**config.mk**
```make
export PLATFORM = sky130hd
export DESIGN_NAME = tower_decomp
export DESIGN_NICKNAME = d
export VERILOG_FILES = /design/src/rtl/td_pkg.sv /design/src/rtl/td_cfg_regs.sv /design/src/rtl/td_convert.sv /design/src/rtl/td_cut.sv /design/src/rtl/tower_decomp.sv
export SDC_FILE = /design/constraint.sdc
export NUM_CORES = 2
export LEC_CHECK = 0
export ABC_AREA = 1
export CAP_MARGIN = 20
export CORE_MARGIN = 3
export CORE_UTILIZATION = 45
export DETAILED_ROUTE_END_ITERATION = 10
export DONT_BUFFER_PORTS = 1
export GPL_ROUTABILITY_DRIVEN = 0
export PLACE_DENSITY = 0.6
export SYNTH_ARGS = -nofsm -noshare
export SYNTH_HDL_FRONTEND = slang
export SYNTH_SLANG_ARGS = --single-unit
export TNS_END_PERCENT = 1
```
**constraint.sdc**
```tcl
create_clock -name clk -period 11.6 [get_ports clk]
set_input_delay 2.32 -clock clk [delete_from_list [all_inputs] [get_ports clk]]
set_output_delay 2.32 -clock clk [all_outputs]
set_load 0.01 [all_outputs]
```
**src/rtl/td_pkg.sv**
```systemverilog
package td_pkg;
   localparam int unsigned TD_CODE_W  = 8;
   localparam int unsigned TD_EN_W    = 16;
   localparam int unsigned TD_NSEG    = 4;
   localparam int unsigned TD_SLOPE_W = 8;
   localparam int unsigned TD_RATIO_W = 3;

   typedef enum logic {CVT_SHIFT = 1'b0, CVT_SEGMENT = 1'b1} cvt_mode_e;

   typedef struct packed {
      logic [TD_NSEG-2:0][TD_CODE_W-1:0]  knee;
      logic [TD_NSEG-1:0][TD_SLOPE_W-1:0] slope;
      logic [TD_NSEG-1:0][TD_EN_W-1:0]    base;
   } seg_cfg_t;

   typedef struct packed {
      cvt_mode_e             mode;
      logic [TD_RATIO_W-1:0] ratio;
      seg_cfg_t [1:0]        twr;
   } td_cfg_t;
endpackage

```
**src/rtl/td_cfg_regs.sv**
```systemverilog
module td_cfg_regs
   import td_pkg::*;
#(
   parameter int unsigned ADDR_W = 5,
   parameter int unsigned DATA_W = 16
) (
   input  logic              clk,
   input  logic              rst,
   input  logic              wr,
   input  logic [ADDR_W-1:0] addr,
   input  logic [DATA_W-1:0] wdata,
   input  logic              apply,
   output td_cfg_t           act
);
   localparam int unsigned IDX_KNEE  = 0;
   localparam int unsigned IDX_SLOPE = TD_NSEG - 1;
   localparam int unsigned IDX_BASE  = IDX_SLOPE + TD_NSEG;
   localparam int unsigned IDX_END   = IDX_BASE + TD_NSEG;
   localparam logic [3:0]  IDX_MODE  = 4'hF;

   if (ADDR_W != 5) begin : g_bad_addr
      $error("td_cfg_regs: map needs a 5-bit address");
   end
   if (DATA_W < TD_EN_W) begin : g_bad_data
      $error("td_cfg_regs: data narrower than base field");
   end

   td_cfg_t    stg;
   logic [3:0] idx;
   logic       tsel;

   assign idx  = addr[3:0];
   assign tsel = addr[4];

   // staging writes
   always_ff @(posedge clk) begin
      if (rst) begin
         stg <= '0;
      end else if (wr) begin
         if (idx == IDX_MODE) begin
            if (!tsel) begin
               stg.mode  <= cvt_mode_e'(wdata[0]);
               stg.ratio <= wdata[TD_RATIO_W:1];
            end
         end else if (32'(idx) < IDX_SLOPE) begin
            stg.twr[tsel].knee[2'(idx)] <= wdata[TD_CODE_W-1:0];
         end else if (32'(idx) < IDX_BASE) begin
            stg.twr[tsel].slope[2'(idx - 4'(IDX_SLOPE))] <= wdata[TD_SLOPE_W-1:0];
         end else if (32'(idx) < IDX_END) begin
            stg.twr[tsel].base[2'(idx - 4'(IDX_BASE))] <= wdata[TD_EN_W-1:0];
         end
      end
   end

   // whole-set copy on apply
   always_ff @(posedge clk) begin
      if (rst)        act <= '0;
      else if (apply) act <= stg;
   end

   p_act_hold_r7: assert property (@(posedge clk) disable iff (rst)
      !apply |=> $stable(act));
endmodule

```
**src/rtl/td_convert.sv**
```systemverilog
module td_convert
   import td_pkg::*;
#(
   parameter int unsigned CODE_W  = 8,
   parameter int unsigned EXP_W   = 3,
   parameter int unsigned EN_W    = 16,
   parameter int unsigned SLOPE_W = 8,
   parameter int unsigned FRAC_W  = 4,
   parameter bit          SEG_EN  = 1'b1
) (
   input  logic            clk,
   input  logic            rst,
   input  logic            en,
   input  cvt_mode_e       mode,
   input  logic [CODE_W-1:0] code,
   input  seg_cfg_t        cfg,
   output logic [EN_W-1:0] lin_q
);
   localparam int unsigned MANT_W = CODE_W - EXP_W;
   localparam int unsigned ME_W   = MANT_W + (2**EXP_W) - 1;
   localparam int unsigned PROD_W = SLOPE_W + CODE_W;
   localparam int unsigned WW     = EN_W + PROD_W + ME_W + 1;
   localparam int unsigned SEG_W  = $clog2(TD_NSEG);
   localparam logic [EN_W-1:0] EN_MAX = '1;

   if (EXP_W == 0 || EXP_W >= CODE_W) begin : g_bad_exp
      $error("td_convert: exponent width out of range");
   end
   if (FRAC_W > SLOPE_W) begin : g_bad_frac
      $error("td_convert: fraction wider than slope");
   end

   logic [WW-1:0]   me_ext;
   logic [EN_W-1:0] me_sat;
   logic [EN_W-1:0] seg_sat;

   // mantissa shifted by exponent, saturated
   always_comb begin
      me_ext = WW'(code[MANT_W-1:0]) << code[CODE_W-1:MANT_W];
      me_sat = (me_ext > WW'(EN_MAX)) ? EN_MAX : me_ext[EN_W-1:0];
   end

   if (SEG_EN) begin : g_seg
      logic [SEG_W-1:0]  seg;
      logic [CODE_W-1:0] start;
      logic [CODE_W-1:0] diff;
      logic [PROD_W-1:0] prod;
      logic [WW-1:0]     seg_ext;

      // first knee above the code picks the segment
      always_comb begin
         seg = SEG_W'(TD_NSEG - 1);
         for (int s = TD_NSEG - 2; s >= 0; s--) begin
            if (code < cfg.knee[s]) seg = SEG_W'(s);
         end
         start = '0;
         for (int s = 1; s < TD_NSEG; s++) begin
            if (seg == SEG_W'(s)) start = cfg.knee[s-1];
         end
         diff    = code - start;
         // one multiply, one add, saturate
         prod    = {{CODE_W{1'b0}}, cfg.slope[seg]} * {{SLOPE_W{1'b0}}, diff};
         seg_ext = WW'(cfg.base[seg]) + WW'(prod >> FRAC_W);
         seg_sat = (seg_ext > WW'(EN_MAX)) ? EN_MAX : seg_ext[EN_W-1:0];
      end

      p_seg_floor_r3: assert property (@(posedge clk) disable iff (rst)
         $past(en && mode == CVT_SEGMENT && code < cfg.knee[0])
            |-> lin_q >= $past(cfg.base[0]));
   end else begin : g_noseg
      assign seg_sat = me_sat;
   end

   always_ff @(posedge clk) begin
      if (rst)     lin_q <= '0;
      else if (en) lin_q <= (mode == CVT_SEGMENT) ? seg_sat : me_sat;
   end

   p_shift_bits_r2: assert property (@(posedge clk) disable iff (rst)
      $past(en && mode == CVT_SHIFT)
         |-> ($countones(lin_q) == $countones($past(code[MANT_W-1:0]))) || (&lin_q));
endmodule

```
**src/rtl/td_cut.sv**
```systemverilog
module td_cut #(
   parameter int unsigned EN_W    = 16,
   parameter int unsigned RATIO_W = 3
) (
   input  logic               clk,
   input  logic               rst,
   input  logic               en,
   input  logic               fg,
   input  logic [RATIO_W-1:0] ratio,
   input  logic [EN_W-1:0]    em,
   input  logic [EN_W-1:0]    had,
   output logic               ele_q
);
   localparam int unsigned PW = EN_W + RATIO_W;

   logic [PW-1:0] had_scaled;
   logic [PW-1:0] em_scaled;

   // 8*had <= ratio*em, divisor fixed by ratio width
   always_comb begin
      had_scaled = PW'(had) << RATIO_W;
      em_scaled  = {{RATIO_W{1'b0}}, em} * {{EN_W{1'b0}}, ratio};
   end

   always_ff @(posedge clk) begin
      if (rst)     ele_q <= 1'b0;
      else if (en) ele_q <= !fg && (had_scaled <= em_scaled);
   end

   p_fg_veto_r6: assert property (@(posedge clk) disable iff (rst)
      $past(en && fg) |-> !ele_q);
   p_zero_had_r6: assert property (@(posedge clk) disable iff (rst)
      $past(en && !fg && had == '0) |-> ele_q);
endmodule

```
**src/rtl/tower_decomp.sv**
```systemverilog
module tower_decomp
   import td_pkg::*;
#(
   parameter int unsigned CODE_W  = 8,
   parameter int unsigned EXP_W   = 3,
   parameter int unsigned EN_W    = 16,
   parameter int unsigned SLOPE_W = 8,
   parameter int unsigned FRAC_W  = 4,
   parameter int unsigned RATIO_W = 3,
   parameter int unsigned ADDR_W  = 5,
   parameter int unsigned DATA_W  = 16,
   parameter bit          SEG_EN  = 1'b1
) (
   input  logic              clk,
   input  logic              rst,
   input  logic              in_vld,
   input  logic [CODE_W-1:0] in_em_code,
   input  logic [CODE_W-1:0] in_had_code,
   input  logic              in_fg,
   input  logic              cfg_wr,
   input  logic [ADDR_W-1:0] cfg_addr,
   input  logic [DATA_W-1:0] cfg_wdata,
   input  logic              cfg_apply,
   output logic              out_vld,
   output logic [EN_W-1:0]   out_em,
   output logic [EN_W-1:0]   out_had,
   output logic [EN_W:0]     out_sum,
   output logic              out_ele
);
   localparam int unsigned NTWR  = 2;
   localparam int unsigned SUM_W = EN_W + 1;

   if (CODE_W != TD_CODE_W || EN_W != TD_EN_W || SLOPE_W != TD_SLOPE_W
       || RATIO_W != TD_RATIO_W) begin : g_bad_pkg
      $error("tower_decomp: widths disagree with td_pkg");
   end

   td_cfg_t act;

   td_cfg_regs #(.ADDR_W(ADDR_W), .DATA_W(DATA_W)) u_regs (
      .clk(clk), .rst(rst), .wr(cfg_wr), .addr(cfg_addr),
      .wdata(cfg_wdata), .apply(cfg_apply), .act(act)
   );

   // stage 1: capture inputs
   logic                          s1_vld, s1_fg;
   logic [NTWR-1:0][CODE_W-1:0]   s1_code;

   always_ff @(posedge clk) begin
      if (rst) begin
         s1_vld  <= 1'b0;
         s1_fg   <= 1'b0;
         s1_code <= '0;
      end else begin
         s1_vld <= in_vld;
         if (in_vld) begin
            s1_fg   <= in_fg;
            s1_code <= {in_had_code, in_em_code};
         end
      end
   end

   // stage 2: per-tower conversion, working set read once per input
   logic [NTWR-1:0][EN_W-1:0] s2_lin;
   logic                      s2_vld, s2_fg;
   logic [RATIO_W-1:0]        s2_ratio;

   for (genvar t = 0; t < NTWR; t++) begin : g_twr
      td_convert #(
         .CODE_W(CODE_W), .EXP_W(EXP_W), .EN_W(EN_W),
         .SLOPE_W(SLOPE_W), .FRAC_W(FRAC_W), .SEG_EN(SEG_EN)
      ) u_cvt (
         .clk(clk), .rst(rst), .en(s1_vld), .mode(act.mode),
         .code(s1_code[t]), .cfg(act.twr[t]), .lin_q(s2_lin[t])
      );
   end

   always_ff @(posedge clk) begin
      if (rst) begin
         s2_vld   <= 1'b0;
         s2_fg    <= 1'b0;
         s2_ratio <= '0;
      end else begin
         s2_vld <= s1_vld;
         if (s1_vld) begin
            s2_fg    <= s1_fg;
            s2_ratio <= act.ratio;
         end
      end
   end

   // stage 3: sum and cut
   td_cut #(.EN_W(EN_W), .RATIO_W(RATIO_W)) u_cut (
      .clk(clk), .rst(rst), .en(s2_vld), .fg(s2_fg), .ratio(s2_ratio),
      .em(s2_lin[0]), .had(s2_lin[1]), .ele_q(out_ele)
   );

   always_ff @(posedge clk) begin
      if (rst) begin
         out_vld <= 1'b0;
         out_em  <= '0;
         out_had <= '0;
         out_sum <= '0;
      end else begin
         out_vld <= s2_vld;
         if (s2_vld) begin
            out_em  <= s2_lin[0];
            out_had <= s2_lin[1];
            out_sum <= SUM_W'(s2_lin[0]) + SUM_W'(s2_lin[1]);
         end
      end
   end

   p_latency_r1: assert property (@(posedge clk) disable iff (rst)
      out_vld == $past(s1_vld, 2));
endmodule

```
After elaboration in Yosys (flattened, before gate mapping)
Index checks and enable logic that the tools add are counted.
Operators by class
  shift-type cells: 2
  $mul: 3
  reductions and logical operators: 9
  add/subtract/negate cells: 7
  bitwise logic cells: 2
  equal/unequal tests: 7
  order comparisons: 24
  multiplexer cells: 44
Operators by type and width (count)
  240-bit bitwise mux: 3
  240-bit two-way mux: 3
  120-bit demux with 1-bit select: 3
  45-bit by 16-bit > comparator with 1-bit output (second input constant): 4
  16-bit two-way mux: 9
  120-bit two-way mux: 1
  96-bit two-way mux: 1
  5-bit by 3-bit << shifter with 45-bit output: 2
  8-bit two-way mux: 10
  16-bit binary-select mux with 2-bit select: 2
  64-bit two-way mux: 1
  8-bit < comparator: 6
  16-bit by 12-bit adder with 17-bit output: 2
  8-bit binary-select mux with 2-bit select: 2
  16-bit demux with 2-bit select: 1
  8-bit demux with 2-bit select: 2
  8-bit by 8-bit multiplier with 16-bit output: 2
  19-bit <= comparator: 1
  16-bit by 3-bit multiplier with 19-bit output: 1
  16-bit by 16-bit adder with 17-bit output: 1
  8-bit subtractor: 2
  2-bit by 3-bit < comparator with 1-bit output (second input constant): 5
  2-bit equality test (second input constant): 4
  2-bit two-way mux: 4
  15 further kinds: 26
Storage, ports and cells
  word-level logic and storage cells: 160
  bits in registers: 594
  bits of input ports: 43
  output and inout bits: 51

Longest topological paths before layout
  depth in word-level cells: 14
  gate-level depth with buffers: 58
  mapped depth without buffers: 56

Cells and area by module
Synthesis repeated with hierarchy kept, for this count alone.
Second synthesis, totals
  cells, all modules: 4827
  area total of the unflattened synthesis: 33722.3 um2
Modules (own cells, without submodules)
  td_cfg_regs: sequential area each 9769.4 um2, area each 17915.9 um2, cells an instance 2445, times used 1
  td_convert (g_twr[0].u_cvt): sequential area each 320.3 um2, area each 5298.8 um2, cells an instance 785, times used 1
  td_convert (g_twr[1].u_cvt): sequential area each 320.3 um2, area each 5203.7 um2, cells an instance 798, times used 1
  tower_decomp: sequential area each 1461.4 um2, area each 3440.8 um2, cells an instance 506, times used 1
  td_cut: sequential area each 20.0 um2, area each 1863.0 um2, cells an instance 293, times used 1

Worst setup path before layout
Ideal clock, no wire load.
  path kind: register to register
  from: register u_regs.act[221] (netlist name)
  to: register g_twr[1].u_cvt.lin_q[13]
  clock period less this slack: 8653 ps
  buffers on the path: 4
  library setup time: 138 ps
  stages on the path, launching flop included: 52
  arrival time: 8515 ps
  data required time: 11462 ps
  slack: 2947 ps
  cells stage by stage: dfxtp_1 inv_1 ha_1 a21oi_1 nor2_1 nor3_2 nand2_2 buf_6 nand3_4 buf_2 buf_1 o221ai_1 ha_1 nand2_1 o21ai_0 a21oi_1 o21bai_1 nand2_1 [... 16 more ...] a21oi_1 o21ai_0 a21oi_1 o21ai_0 xor2_1 inv_1 ha_1 inv_1 o21bai_1 a31oi_1 nand2_1 a31oi_1 nor2_4 nand3b_4 buf_6 nand2_1 nand2_1 a21oi_1
Between the ends
  word-level cells in the longest chain between the ends: 12
  elaborated cells between the ends (all ways): 18
  those cells by class: 2 x add/sub; 1 x mul; 2 x order compare; 3 x eq/ne; 10 x mux
RTL lines
  8-bit < comparator: RTL line td_convert.sv:54  | if (code < cfg.knee[s]) seg = SEG_W'(s);
  2-bit two-way mux: RTL line td_convert.sv:54
  2-bit by 1-bit equality test with 1-bit output: RTL line td_convert.sv:58  | if (seg == SEG_W'(s)) start = cfg.knee[s-1];
  8-bit two-way mux (3 in series): RTL line td_convert.sv:58
  8-bit subtractor: RTL line td_convert.sv:60  | diff = code - start;
  8-bit by 8-bit multiplier with 16-bit output: RTL line td_convert.sv:62  | prod = {{CODE_W{1'b0}}, cfg.slope[seg]} * {{SLOPE_W{1'b0}}, diff};
  16-bit by 12-bit adder with 17-bit output (*): RTL line td_convert.sv:63  | seg_ext = WW'(cfg.base[seg]) + WW'(prod >> FRAC_W);
  45-bit by 16-bit > comparator with 1-bit output: RTL line td_convert.sv:64  | seg_sat = (seg_ext > WW'(EN_MAX)) ? EN_MAX : seg_ext[EN_W-1:0];
  16-bit two-way mux (*): RTL line td_convert.sv:64
  16-bit two-way mux (*): RTL line td_convert.sv:76  | else if (en) lin_q <= (mode == CVT_SEGMENT) ? seg_sat : me_sat;
  end signal: assignment: RTL line td_convert.sv:76
  end: declaration: RTL line td_convert.sv:17  | output logic [EN_W-1:0] lin_q
Every way passes the cells marked *; elsewhere a longest branch is shown, timed or not. The select of a mux whose other input is x is not followed.
A chain may end at the register's enable or synchronous reset.

Final worst setup path
  from: register s1_code[13] in the netlist's numbering
  to: register g_twr[1].u_cvt.lin_q[11]
Between the ends
  word-level cells in the longest chain between the ends: 14
  elaborated cells between the ends (all ways): 25
  those cells by class: 2 x add/sub; 1 x mul; 5 x order compare; 3 x eq/ne; 1 x shift; 13 x mux
RTL lines
  start: declaration: RTL line tower_decomp.sv:47  | logic [NTWR-1:0][CODE_W-1:0] s1_code;
  start signal: assignment: RTL line tower_decomp.sv:58  | s1_code <= {in_had_code, in_em_code};
  8-bit < comparator: RTL line td_convert.sv:54
  1-bit two-way mux: RTL line td_convert.sv:54
  2-bit two-way mux (2 in series): RTL line td_convert.sv:54
  2-bit by 1-bit equality test with 1-bit output: RTL line td_convert.sv:58
  8-bit two-way mux (3 in series): RTL line td_convert.sv:58
  8-bit subtractor: RTL line td_convert.sv:60
  8-bit by 8-bit multiplier with 16-bit output: RTL line td_convert.sv:62
  16-bit by 12-bit adder with 17-bit output: RTL line td_convert.sv:63
  45-bit by 16-bit > comparator with 1-bit output: RTL line td_convert.sv:64
  16-bit two-way mux: RTL line td_convert.sv:64
  16-bit two-way mux (*): RTL line td_convert.sv:76
Marks and branches as above.

==> summary.txt <==
Status
  – Status: completed

Synthesis
  – Asr flop ratio synth: 0%
  – Cells after synthesis: ~4300
  – Syn nets: 4666
  – Seq cells post-synth: between 500 and 600
  – Syn_area_per_cell: 7.34 um2
  – Unique masters post-synth: 57
  – Top_reg_cell synth: dfxtp_1
  – Yosys warns: 0
  – Post-synth EDFFs: 0
  – Post-synth design cell area: 0.0318 mm2
  – Seq/Total Area, Yosys: 37.4%

Cells and area
  – Area growth syn-to-layout: 8.37%
  – Fill cells: 6955
  – Non-Filler Instances: 5191
  – Net count, final: 4541
  – Layout cell share with drive strength beyond 1: 4.44%

Clock network
  – Postcts setup bufs: 0
  – Worst skew pair latency: 0.60 ns
  – Clock Path Buffers: 3
  – Clock Sinks: 594
  – Root cell of the clock tree: clkbuf_16
  – CTS Hold Buffers Added: 0
  – H-tree Lvls: 3
  – Clock transition at path regs: 0.06 ns
  – CTS Buf Count: 68
  – CTS tree: built
  – PostCTS Resize Cnt: 0

Critical path
  – Worst path slowest cell: nand2_2
  – Startpoint types: flip-flop
  – Critical Path RT: roughly 12 ns
  – Most used cell, CP: nand2_1
  – CP Data Arrival Time: approximately 11 ns
  – CP Capture Type: flip-flop
  – CP max FO: 29
  – Max incr delay on CP: slightly below 0.7 ns
  – Worst Setup Path Type: flip-flop to flip-flop

GRT
  – Largest net degree at the start of global routing: 313
  – Total track usage: 24.8%
  – Initial antenna violation count: 10
  – Vias in the first global route: 25700
  – First-pass GRT wire length: 146000 um
  – Grt ovf: 0

Timing
  – Worst slew pin tran: 1.17 ns
  – Setup Skew: 0.0173 ns
  – Final number of setup-violating endpoints: 0
  – Post-route setup TNS: 0 ns
  – RSZ-0062 raised after global routing: no
  – Rel. slew slack: 21.8%
  – Max Fclk: 99.2 MHz
  – Crit path time final: 10.08 ns
  – Final slew viol count: 0
  – Final worst path period share: about 87%
  – Endpoints failing hold: 0

Floorplan
  – Die area: 0.0739 mm2
  – Initial Util: 45.9%
  – Num rows: 96
  – Num ports: 94
  – Die Wd: between 200 and 300 um
  – Die Y-Extent: 272 um
  – Core ar.: 0.0693 mm2

Route
  – Via count: 27300
  – Vias per cell: 5.27
  – DRT antenna net count: 0
  – Detailed-route DRC error count: 0
  – Drt pass-1 iters: 6
  – Final wirelength: 93300 um
  – WL/cell: 18.0 um
  – Drt initial violations: around 2300

Place
  – Dpl hpwl: around 63000 um
  – IO buf count: 0
  – Post-Place Cells: 5070

Worst hold path
  – Hold crit path type: flip-flop to flip-flop

Run
  – Max_cap viols: 0

Power
  – Pwr per Cell Area: between 300 and 400 mW/mm2
  – Max VDD drop: about 0.41 mV
  – Leak pwr: 0.0159 uW
[layout make-up]
| class | count | area (um2) | area share (%) |
|---|---|---|---|
| Multi-Input combinational cell | 3060 | 17300 | 50.1 |
| Sequential cell | 594 | 11900 | 34.5 |
| Clock buffer | 101 | 1990 | 5.76 |
| Inverter | 463 | 1750 | 5.08 |
| Tap cell | 931 | 1160 | 3.38 |
| Timing Repair Buffer | 23 | 205 | 0.595 |
| Clock inverter | 15 | 184 | 0.533 |
| Antenna cell | 4 | 10.0 | 0.0290 |
[flip-flops by register name, summed over array words and instances (netlist names), 3 cells and up]
signal and flops:
g_twr.u_cvt.lin_q 32, s1_code 16, s2_ratio 3, out_em 16, u_regs.act 244, out_had 16
u_regs.stg 244, out_sum 17
[Yosys cell counts, drive strengths merged (6+ instances only)]
cell	instances	share of area, %
mux2i	14	0.44
ha	196	7.7
inv	463	5.5
dfxtp	594	37
nor3	12	0.22
nand2	481	5.8
o22ai	31	0.61
nand3b	7	0.20
buf	37	0.69
o21a	6	0.14
clkbuf	181	2.1
xnor2	27	0.74
nand4	12	0.24
xor2	47	1.3
a31oi	7	0.14
o211ai	13	0.32
fa	92	5.8
o221ai	23	0.75
a21o	12	0.28
a21oi	344	5.6
nand3	73	1.3
o21ai	661	10
nor2	966	12
[worst paths after layout]
| kind | from | to | slack [ns] | cells after the start |
|---|---|---|---|---|
| worst min-delay path | u_regs.stg[188] | u_regs.act[188] | 0.45 | 2 |
| worst max register to register | s1_code[13] | g_twr[1].u_cvt.lin_q[11] | 1.52 | 47 |
| worst max-delay path | s1_code[13] | g_twr[1].u_cvt.lin_q[11] | 1.52 | 47 |
| worst min register to register | u_regs.stg[188] | u_regs.act[188] | 0.45 | 2 |
[cells in the final DEF, fill, tap and decap left out, types with 12 or more instances in the layout]
cell / instances
clkbuf_1: 18
clkbuf_8: 14
clkbuf_16: 69
inv_1: 451
xnor2_1: 27
o22ai_1: 31
xor2_1: 47
o211ai_1: 12
nand3_1: 66
mux2i_1: 14
dfxtp_1: 593
ha_1: 196
a21oi_1: 333
a21o_1: 12
fa_1: 92
o21ai_0: 657
nor2_1: 958
nand4_1: 12
o221ai_1: 17
buf_4: 21
nand2_1: 469
[report_power, final]
part,internal (uW),switching [uW]
logic,2510,4430
registers,2130,112
clock network,1220,879
[cell families after synthesis]
kind of cell             Yosys count  share of synthesized area, %
AO/OA/AOI/OAI                   1119                          18.8
XOR/XNOR                          74                          2.04
adder cells (fa/ha/maj)          288                          13.5
buffers and inverters            681                          8.30
flip-flops                       594                          37.4
multiplexers                      14                         0.440
AND/OR/NAND/NOR                 1565                          19.6
[worst max-delay path, delay by kind of cell, from the launching register on]
| kind | cells | cell delay, ns |
|---|---|---|
| fa+ha+maj | 8 | 3.35 |
| simple gates | 17 | 2.76 |
| compound gates | 16 | 2.68 |
| flops | 1 | 0.65 |
| buf+inv | 5 | 0.30 |
| xor+xnor | 1 | 0.16 |
[metal layers]
metal	track usage (%)	wire (um)	up-vias
met4	6.34	1790	4
met5	0	23	-
li1	-	-	13800
met1	35.0	44100	12700
met3	5.21	6700	113
met2	38.6	40700	713
[per-stage QoR]
| stage | power, uW | instance area [um2] | hold slack, ns | setup WS [ns] | util [%] |
|---|---|---|---|---|---|
| 6_report | 11300 | 34500 | 0.452 | 1.52 | 49.8 |
| 5_1_grt | 12400 | 34500 | 0.468 | 0.762 | 49.8 |
| 4_1_cts | 11300 | 34400 | 0.454 | 1.59 | 49.7 |
| 3_5_place_dp | 9140 | 32300 | 0.446 | 1.62 | 46.6 |
| 3_3_place_gp | 9150 | 32300 | 0.441 | 1.68 | 46.6 |
| 2_1_floorplan | 7480 | 31800 | 0.429 | 2.95 | - |
Note: power is estimated with default switching activity, not from simulation.
